--- config.mk ---
export PLATFORM = sky130hd
export DESIGN_NAME = fdc_wait_ready
export DESIGN_NICKNAME = d
export VERILOG_FILES = /design/src/rtl/fdc_wait_pkg.sv /design/src/rtl/motor_timer.sv /design/src/rtl/stall_decode.sv /design/src/rtl/fdc_wait_ready.sv
export SDC_FILE = /design/constraint.sdc
export NUM_CORES = 1
export LEC_CHECK = 0
export BUFFER_PORTS_ARGS = -buffer_cell sky130_fd_sc_hd__buf_4
export CAP_MARGIN = 20
export CORE_AREA = 4 4 57 110
export CTS_CLUSTER_SIZE = 25
export DETAILED_ROUTE_END_ITERATION = 16
export DIE_AREA = 0 0 61 114
export GPL_TIMING_DRIVEN = 0
export HOLD_SLACK_MARGIN = 0.08
export PLACE_DENSITY = 0.53
export SLEW_MARGIN = 30
export SYNTH_ARGS = -nofsm -noshare
export SYNTH_HDL_FRONTEND = slang
export SYNTH_HIERARCHICAL = 1
export SYNTH_SLANG_ARGS = --single-unit
--- constraint.sdc ---
create_clock -name clk -period 2.5 [get_ports clk]
set_input_delay 0.25 -clock clk [delete_from_list [all_inputs] [get_ports clk]]
set_output_delay 0.25 -clock clk [all_outputs]
set_load 0.1 [all_outputs]
--- src/rtl/fdc_wait_pkg.sv ---
package fdc_wait_pkg;

    typedef enum logic {
        BOARD_A = 1'b0,
        BOARD_B = 1'b1
    } board_e;

    typedef struct packed {
        logic trap;
    } trap_state_t;

endpackage

--- src/rtl/motor_timer.sv ---
module motor_timer #(
    parameter int unsigned CYCLES = 150_000_000
) (
    input  logic clk,
    input  logic rst,
    input  logic motor_bit_i,
    output logic run_o
);
    localparam int unsigned CNT_W = $clog2(CYCLES + 1);
    localparam logic [CNT_W-1:0] LOAD = CNT_W'(CYCLES);

    typedef struct packed {
        logic             prev;
        logic [CNT_W-1:0] cnt;
    } tmr_state_t;

    tmr_state_t st_d, st_q;
    logic       start;

    always_comb begin
        st_d      = st_q;
        start     = motor_bit_i && !st_q.prev;
        st_d.prev = motor_bit_i;
        if (start) begin
            st_d.cnt = LOAD;
        end else if (st_q.cnt != '0) begin
            st_d.cnt = st_q.cnt - 1'b1;
        end
    end

    always_ff @(posedge clk) begin
        if (rst) begin
            st_q <= '0;
        end else begin
            st_q <= st_d;
        end
    end

    assign run_o = (st_q.cnt != '0);


    restart_load_chk: assert property (@(posedge clk) disable iff (rst)
        (motor_bit_i && !st_q.prev) |=> (st_q.cnt == LOAD));


    steady_decay_chk: assert property (@(posedge clk) disable iff (rst)
        (run_o && !(motor_bit_i && !st_q.prev)) |=> (st_q.cnt == $past(st_q.cnt) - 1'b1));

endmodule

--- src/rtl/stall_decode.sv ---
module stall_decode
    import fdc_wait_pkg::*;
#(
    parameter board_e BOARD = BOARD_A
) (
    input  logic [2:0] addr_low_i,
    input  logic       win_i,
    input  logic       trap_i,
    input  logic       drq_i,
    input  logic       intrq_i,
    input  logic       motor_i,
    output logic       stall_o
);
    logic idle_ctl;

    assign idle_ctl = !drq_i && !intrq_i;

    generate
        if (BOARD == BOARD_A) begin : g_board_a
            logic slot_hit;
            assign slot_hit = (addr_low_i == 3'b110);
            assign stall_o  = win_i && slot_hit && trap_i && idle_ctl && motor_i;
        end else begin : g_board_b
            logic trap_term;
            logic even_byte;
            assign trap_term = trap_i && addr_low_i[2] && addr_low_i[1] && motor_i;
            assign even_byte = !addr_low_i[0];
            assign stall_o   = win_i && even_byte && trap_term && idle_ctl;
        end
    endgenerate

endmodule

--- src/rtl/fdc_wait_ready.sv ---
module fdc_wait_ready
    import fdc_wait_pkg::*;
#(
    parameter board_e      BOARD        = BOARD_A,
    parameter int unsigned DRIVES       = 4,
    parameter int unsigned MOTOR_CYCLES = 150_000_000
) (
    input  logic              clk,
    input  logic              rst,
    input  logic [2:0]        addr_low_i,
    input  logic              win_i,
    input  logic              trap_we_i,
    input  logic              trap_wd_i,
    input  logic              motor_bit_i,
    input  logic              drq_i,
    input  logic              intrq_i,
    output logic              ready_o,
    output logic              force_ready_o,
    output logic [DRIVES-1:0] motor_en_n_o
);
    trap_state_t tr_d, tr_q;
    logic        motor_run;
    logic        stall;

    always_comb begin
        tr_d = tr_q;
        if (trap_we_i) begin
            tr_d.trap = trap_wd_i;
        end
    end

    always_ff @(posedge clk) begin
        if (rst) begin
            tr_q <= '0;
        end else begin
            tr_q <= tr_d;
        end
    end

    motor_timer #(
        .CYCLES (MOTOR_CYCLES)
    ) u_motor_timer (
        .clk         (clk),
        .rst         (rst),
        .motor_bit_i (motor_bit_i),
        .run_o       (motor_run)
    );

    stall_decode #(
        .BOARD (BOARD)
    ) u_stall_decode (
        .addr_low_i (addr_low_i),
        .win_i      (win_i),
        .trap_i     (tr_q.trap),
        .drq_i      (drq_i),
        .intrq_i    (intrq_i),
        .motor_i    (motor_run),
        .stall_o    (stall)
    );

    assign ready_o       = !stall;
    assign force_ready_o = motor_run;
    assign motor_en_n_o  = {DRIVES{!motor_run}};


    ctl_release_chk: assert property (@(posedge clk) disable iff (rst)
        (drq_i || intrq_i) |-> ready_o);


    stall_cond_chk: assert property (@(posedge clk) disable iff (rst)
        !ready_o |-> (win_i && tr_q.trap && motor_run && addr_low_i[2] && addr_low_i[1] && !addr_low_i[0]));


    motor_off_runs_chk: assert property (@(posedge clk) disable iff (rst)
        !force_ready_o |-> ready_o);


    trap_load_chk: assert property (@(posedge clk) disable iff (rst)
        trap_we_i |=> (tr_q.trap == $past(trap_wd_i)));

endmodule

# [Word level (Yosys, flattened, before mapping)]
# Index checks and enable logic that the tools add are counted.
[op_classes] add_sub_neg=1 eq_ne=1 muxes=2 n_reduce_logical=14
[op_table] operator="$mux W28" count=2
[op_table] operator="$reduce_bool A28 Y1" count=1
[op_table] operator="$sub A28 B1 Y28 const B" count=1
[op_table] operator="$logic_and A1 B1 Y1" count=6
[op_table] operator="$logic_not A1 Y1" count=5
[op_table] operator="$eq A3 B3 Y1 const B" count=1
[op_table] operator="$reduce_bool A2 Y1" count=1
[op_table] operator="$reduce_or A2 Y1" count=1
[totals] register_bits=30 inputBits=11 wordCells=22

# [Logic depth before layout (Yosys ltp)]
[depth] depth_word=6 ltp_mapped=10 mapped_depth_nobuf=9

# [Modules after synthesis]
# The synthesis kept the hierarchy.
[by_module_without_submodules] mod="motor_timer" n_inst=1 cells_per_inst=169 area_per_inst_um2=1498.9 seq_area_each_um2=580.6
[by_module_without_submodules] mod="fdc_wait_ready" n_inst=1 cells_per_inst=8 area_per_inst_um2=63.8 seq_area_each_um2=20.0
[by_module_without_submodules] mod="stall_decode" n_inst=1 cells_per_inst=3 area_per_inst_um2=25.0 seq_area_each_um2=0.0

# [Worst setup path after synthesis]
# OpenSTA, ideal clock, no wires.
[synth_timing] kind="register to output" startpoint="register u_motor_timer/st_q[3] in the netlist's numbering" endpoint="output motor_en_n_o[1]" t_arrival_ns=3.141 setup_slack_ns=-0.891 stages_incl_launch_ff=8 n_path_buf=2 path_cell_list="dfxtp_1 > or4_4 > or4_4 > nor3_4 > buf_6 > inv_2 > inv_1 > buf_4"
[synth_between] elab_chain_cells=2
[synth_rtl] element="start, declared" line_no="motor_timer.sv:17" rtl="tmr_state_t st_d, st_q;"
[synth_rtl] element="start signal, assigned" line_no="motor_timer.sv:35" rtl="st_q <= st_d;"
[synth_rtl] element="$reduce_bool A28 Y1" line_no="motor_timer.sv:39" rtl="assign run_o = (st_q.cnt != '0);"
[synth_rtl] element="named net force_ready_o" line_no="fdc_wait_ready.sv:18" rtl="output logic force_ready_o,"
[synth_rtl] element="$logic_not A1 Y1" line_no="fdc_wait_ready.sv:63" rtl="assign motor_en_n_o = {DRIVES{!motor_run}};"
[synth_rtl] element="end, declared" line_no="fdc_wait_ready.sv:19" rtl="output logic [DRIVES-1:0] motor_en_n_o"
# The timed path passes the listed nets, and every way through them passes these cells.

# [Worst setup path after layout]
[layout_timing] startpoint="register u_motor_timer/st_q[23] in the netlist's numbering" endpoint="output motor_en_n_o[3]"
[layout_between] elab_chain_cells=2
[layout_rtl] element="$reduce_bool A28 Y1" line_no="motor_timer.sv:39"
[layout_rtl] element="$logic_not A1 Y1" line_no="fdc_wait_ready.sv:63"
# Every way passes these cells.

==> summary.md <==
| Metric | Value |
|---|---|
| Largest family of logic cells by synthesized area | `simple AND/OR/NAND/NOR gates` |
| Multiplexer share of the synthesized area | `0.630%` |
| Post-synth net total | `193` |
| Cells after DPL | `256` |
| H-tree levels | `2` |
| Max-cap violations | `0` |
| CP Capture Type | `output port` |
| Core Util, Final | `38.5%` |
| Origin of the critical flop-to-flop path | `u_motor_timer/st_q[13]$_SDFFE_PP0P_` |
| Highest net fanout along the worst path | `4` |
| Average vias per placed instance | `5.40` |
| Hold Fails Final Rpt | `0` |
| CTS Buffer Depth | `2` |
| Ant. Diodes | `0` |
| Post-Synth XOR/XNOR Area | `6.07%` |
| CTS Root Cell | `clkbuf_8` |
| CTS buffer count | `5` |
| Largest net degree at the start of global routing | `11` |
| Starting Density | `29.3%` |
| CTS Hold Buffers Added | `0` |
| DRT Pass-1 Iters | `4` |
| Total power | `0.00146 W` |
| Post-route ant nets | `0` |
| Antenna violations before repair | `0` |
| Routed WL | `4280 µm` |
| # setup viols final | `6` |
| Top_reg_cell synth | `dfxtp_1` |
| DP Worst Slack | `-186 ps` |
| Num rows | `38` |
| Area Overhead vs Synth | `31.5%` |
| Nets@finish | `227` |
| Die Wd | `61 µm` |
| Drt first-iter violations | `31` |
| CTS sink count | `30` |
| CP arrival | `2490 ps` |
| Req. time, crit path | `2250 ps` |
| Peak VDD IR | `0.000363 V` |
| Max_slew headroom | `61.0%` |
| Worst hold-check path type | `input pin to flip-flop` |
| Gr ovfl total | `0` |
| Worst hold slack | `151 ps` |
| DR vias | `1484` |
| Post-synthesis simple-gate area fraction | `32.4%` |
| Synthesized area | `1590 µm²` |
| Total number of yosys warnings | `6` |
| Ranking of synthesized cells by area | `dfxtp_1, or3_1, nor2_1` |
| Synth Area in Compound Gates | `16.5%` |
| Startpoint types | `flip-flop` |
| Final Cycle Share | `110%` |
| Hold Path Origin | `rst` |
| Post-route insts no fill | `275` |
| FF+latch count, synth | `30` |
| Die ar. | `6950 µm²` |
| Vias in the first global route | `1444` |
| Max-slew violations | `0` |
| Distinct cells, synth | `41` |
| Pwr dens | `699 nW/µm²` |
| Vert. Die Dim | `114 µm` |
| First-pass GRT wire length | `7030 µm` |
| GRT Resource Usage Total | `13.9%` |
| CTS tree | `built` |
| Top Ports | `17` |
| Seq/Total Area, Yosys | `37.8%` |
| Synthesized area per cell | `8.82 µm²` |
| CP Class | `flip-flop to output port` |
| DPL Wire Length | `3090 µm` |
| Clk slew on worst S/H paths | `60 ps` |
| IO Port Bufs | `16` |
| Status | `finished, violations left` |
| Synth area leader | `dfxtp_1` |
| Filler cells | `580` |
| Cells after synthesis | `180` |
| Post-Synth Adder-Cell Area | `1.58%` |
| Setup crit start | `u_motor_timer/st_q[23]$_SDFFE_PP0P_` |
| Failing checks | `setup timing` |
| Post-synth EDFFs | `0` |
| Share of flip-flops with an asynchronous set or reset | `0%` |
| Core ar. | `5420 µm²` |
| RSZ-0062 raised after global routing | `true` |
| GPL Wtd Cong | `0.744` |
| Fin crit period | `2740 ps` |
| DRC viols | `0` |
| Latest clock arrival within the worst-skew pair | `290 ps` |
| Clock Skew | `6.29 ps` |
| Synth top area share | `37.8%` |
| Pleak | `0.777 nW` |
| Share of cells above drive strength 1 | `27.0%` |
| Setup ws final | `-245 ps` |
| Wire per inst | `15.5 µm` |
| Worst slew pin tran | `584 ps` |
| Fmax | `364 MHz` |
## report_power, final
| part | internal (W) | leakage, nW | switching [W] |
|---|---|---|---|
| clock network | 0.000222 | 0.0482 | 0.000186 |
| logic | 0.000194 | 0.481 | 0.000269 |
| registers | 0.000529 | 0.248 | 0.0000594 |
| total | 0.000945 | 0.777 | 0.000514 |
## cell usage after synthesis, types with 4 or more instances
| master | instances |
|---|---|
| clkbuf_1 | 4 |
| or3_1 | 12 |
| a31oi_1 | 8 |
| nand2_1 | 8 |
| xor2_1 | 6 |
| o211ai_1 | 4 |
| dfxtp_1 | 30 |
| xnor2_1 | 5 |
| nor2_1 | 16 |
| o31ai_1 | 4 |
| o21ai_0 | 9 |
| nor3_1 | 5 |
| nand2b_1 | 5 |
| a21oi_1 | 9 |
| or4_1 | 4 |
| inv_1 | 6 |
## flip-flops by register name, indices dropped and copies added, names as in the netlist
signal	count
tr_q	1
u_motor_timer/st_q	29
## critical path, cell delays in order (launching register included)
cell and delay, ps:
dfxtp_2 320, or4_4 530, or4_4 520, nor3_4 220, buf_6 160, inv_12 40, clkinvlp_4 140, buf_12 120
buf_12 160
## cells in the final DEF, fill, tap and decap left out, types with 4 or more instances in the layout
cell	instances
buf_12	8
a21oi_1	9
clkbuf_8	6
a31oi_1	8
o21ai_0	9
xor2_1	6
nand2b_1	5
nor2_1	16
dfxtp_1	27
nor3_1	5
or4_1	4
buf_4	21
o31ai_1	4
nand2_1	8
clkbuf_1	5
or3_1	12
inv_1	4
o211ai_1	4
xnor2_1	5
## path summary, 6_finish.rpt
kind / cells past startpoint / slack (ps) / to
max: 8 / -240 / motor_en_n_o[3]
max reg2reg: 6 / 180 / u_motor_timer/st_q[21]$_SDFFE_PP0P_
min reg2reg: 2 / 500 / u_motor_timer/st_q[16]$_SDFFE_PP0P_
min: 2 / 150 / u_motor_timer/st_q[28]$_SDFF_PP0_
## cell families after synthesis
logic type / count (synthesis)
simple gates: 79
compound gates: 41
flops: 30
buf+inv: 16
xor+xnor: 11
fa+ha+maj: 2
mux: 1
## repair_timing
item | 4_1_cts | 5_1_grt
gates resized for setup | 18 | 2
setup endpoints to repair | 6 | 14
pin swaps | 5 | 4
setup buffers | 7 | 4
## final cells by class
cell class,count,area (µm²),area share (%)
multi-input cells,134,911,43.6
inverters,7,46.3,2.22
well taps,60,75.1,3.59
clock inverters,1,5.00,0.240
plain buffers,9,91.3,4.37
repair buffers,27,269,12.9
flip-flops and latches,30,604,28.9
clock buffers,7,86.3,4.13
## stage by stage
step           TNS, ps  cell area, µm²
3_3_place_gp      -813            1840
5_1_grt          -1620            2090
4_1_cts          -1320            2050
6_report         -1260            2090
2_1_floorplan     -696            1650
3_5_place_dp      -786            1840
## per-layer routing
metal	GRT usage [%]	vias up	share of wire, %
met5	0	-	0
met4	7.38	0	1.9
met3	3.40	5	3.8
met2	26.7	25	60
met1	12.3	723	34
li1	-	731	-
Note: power is estimated with default switching activity, not from simulation.
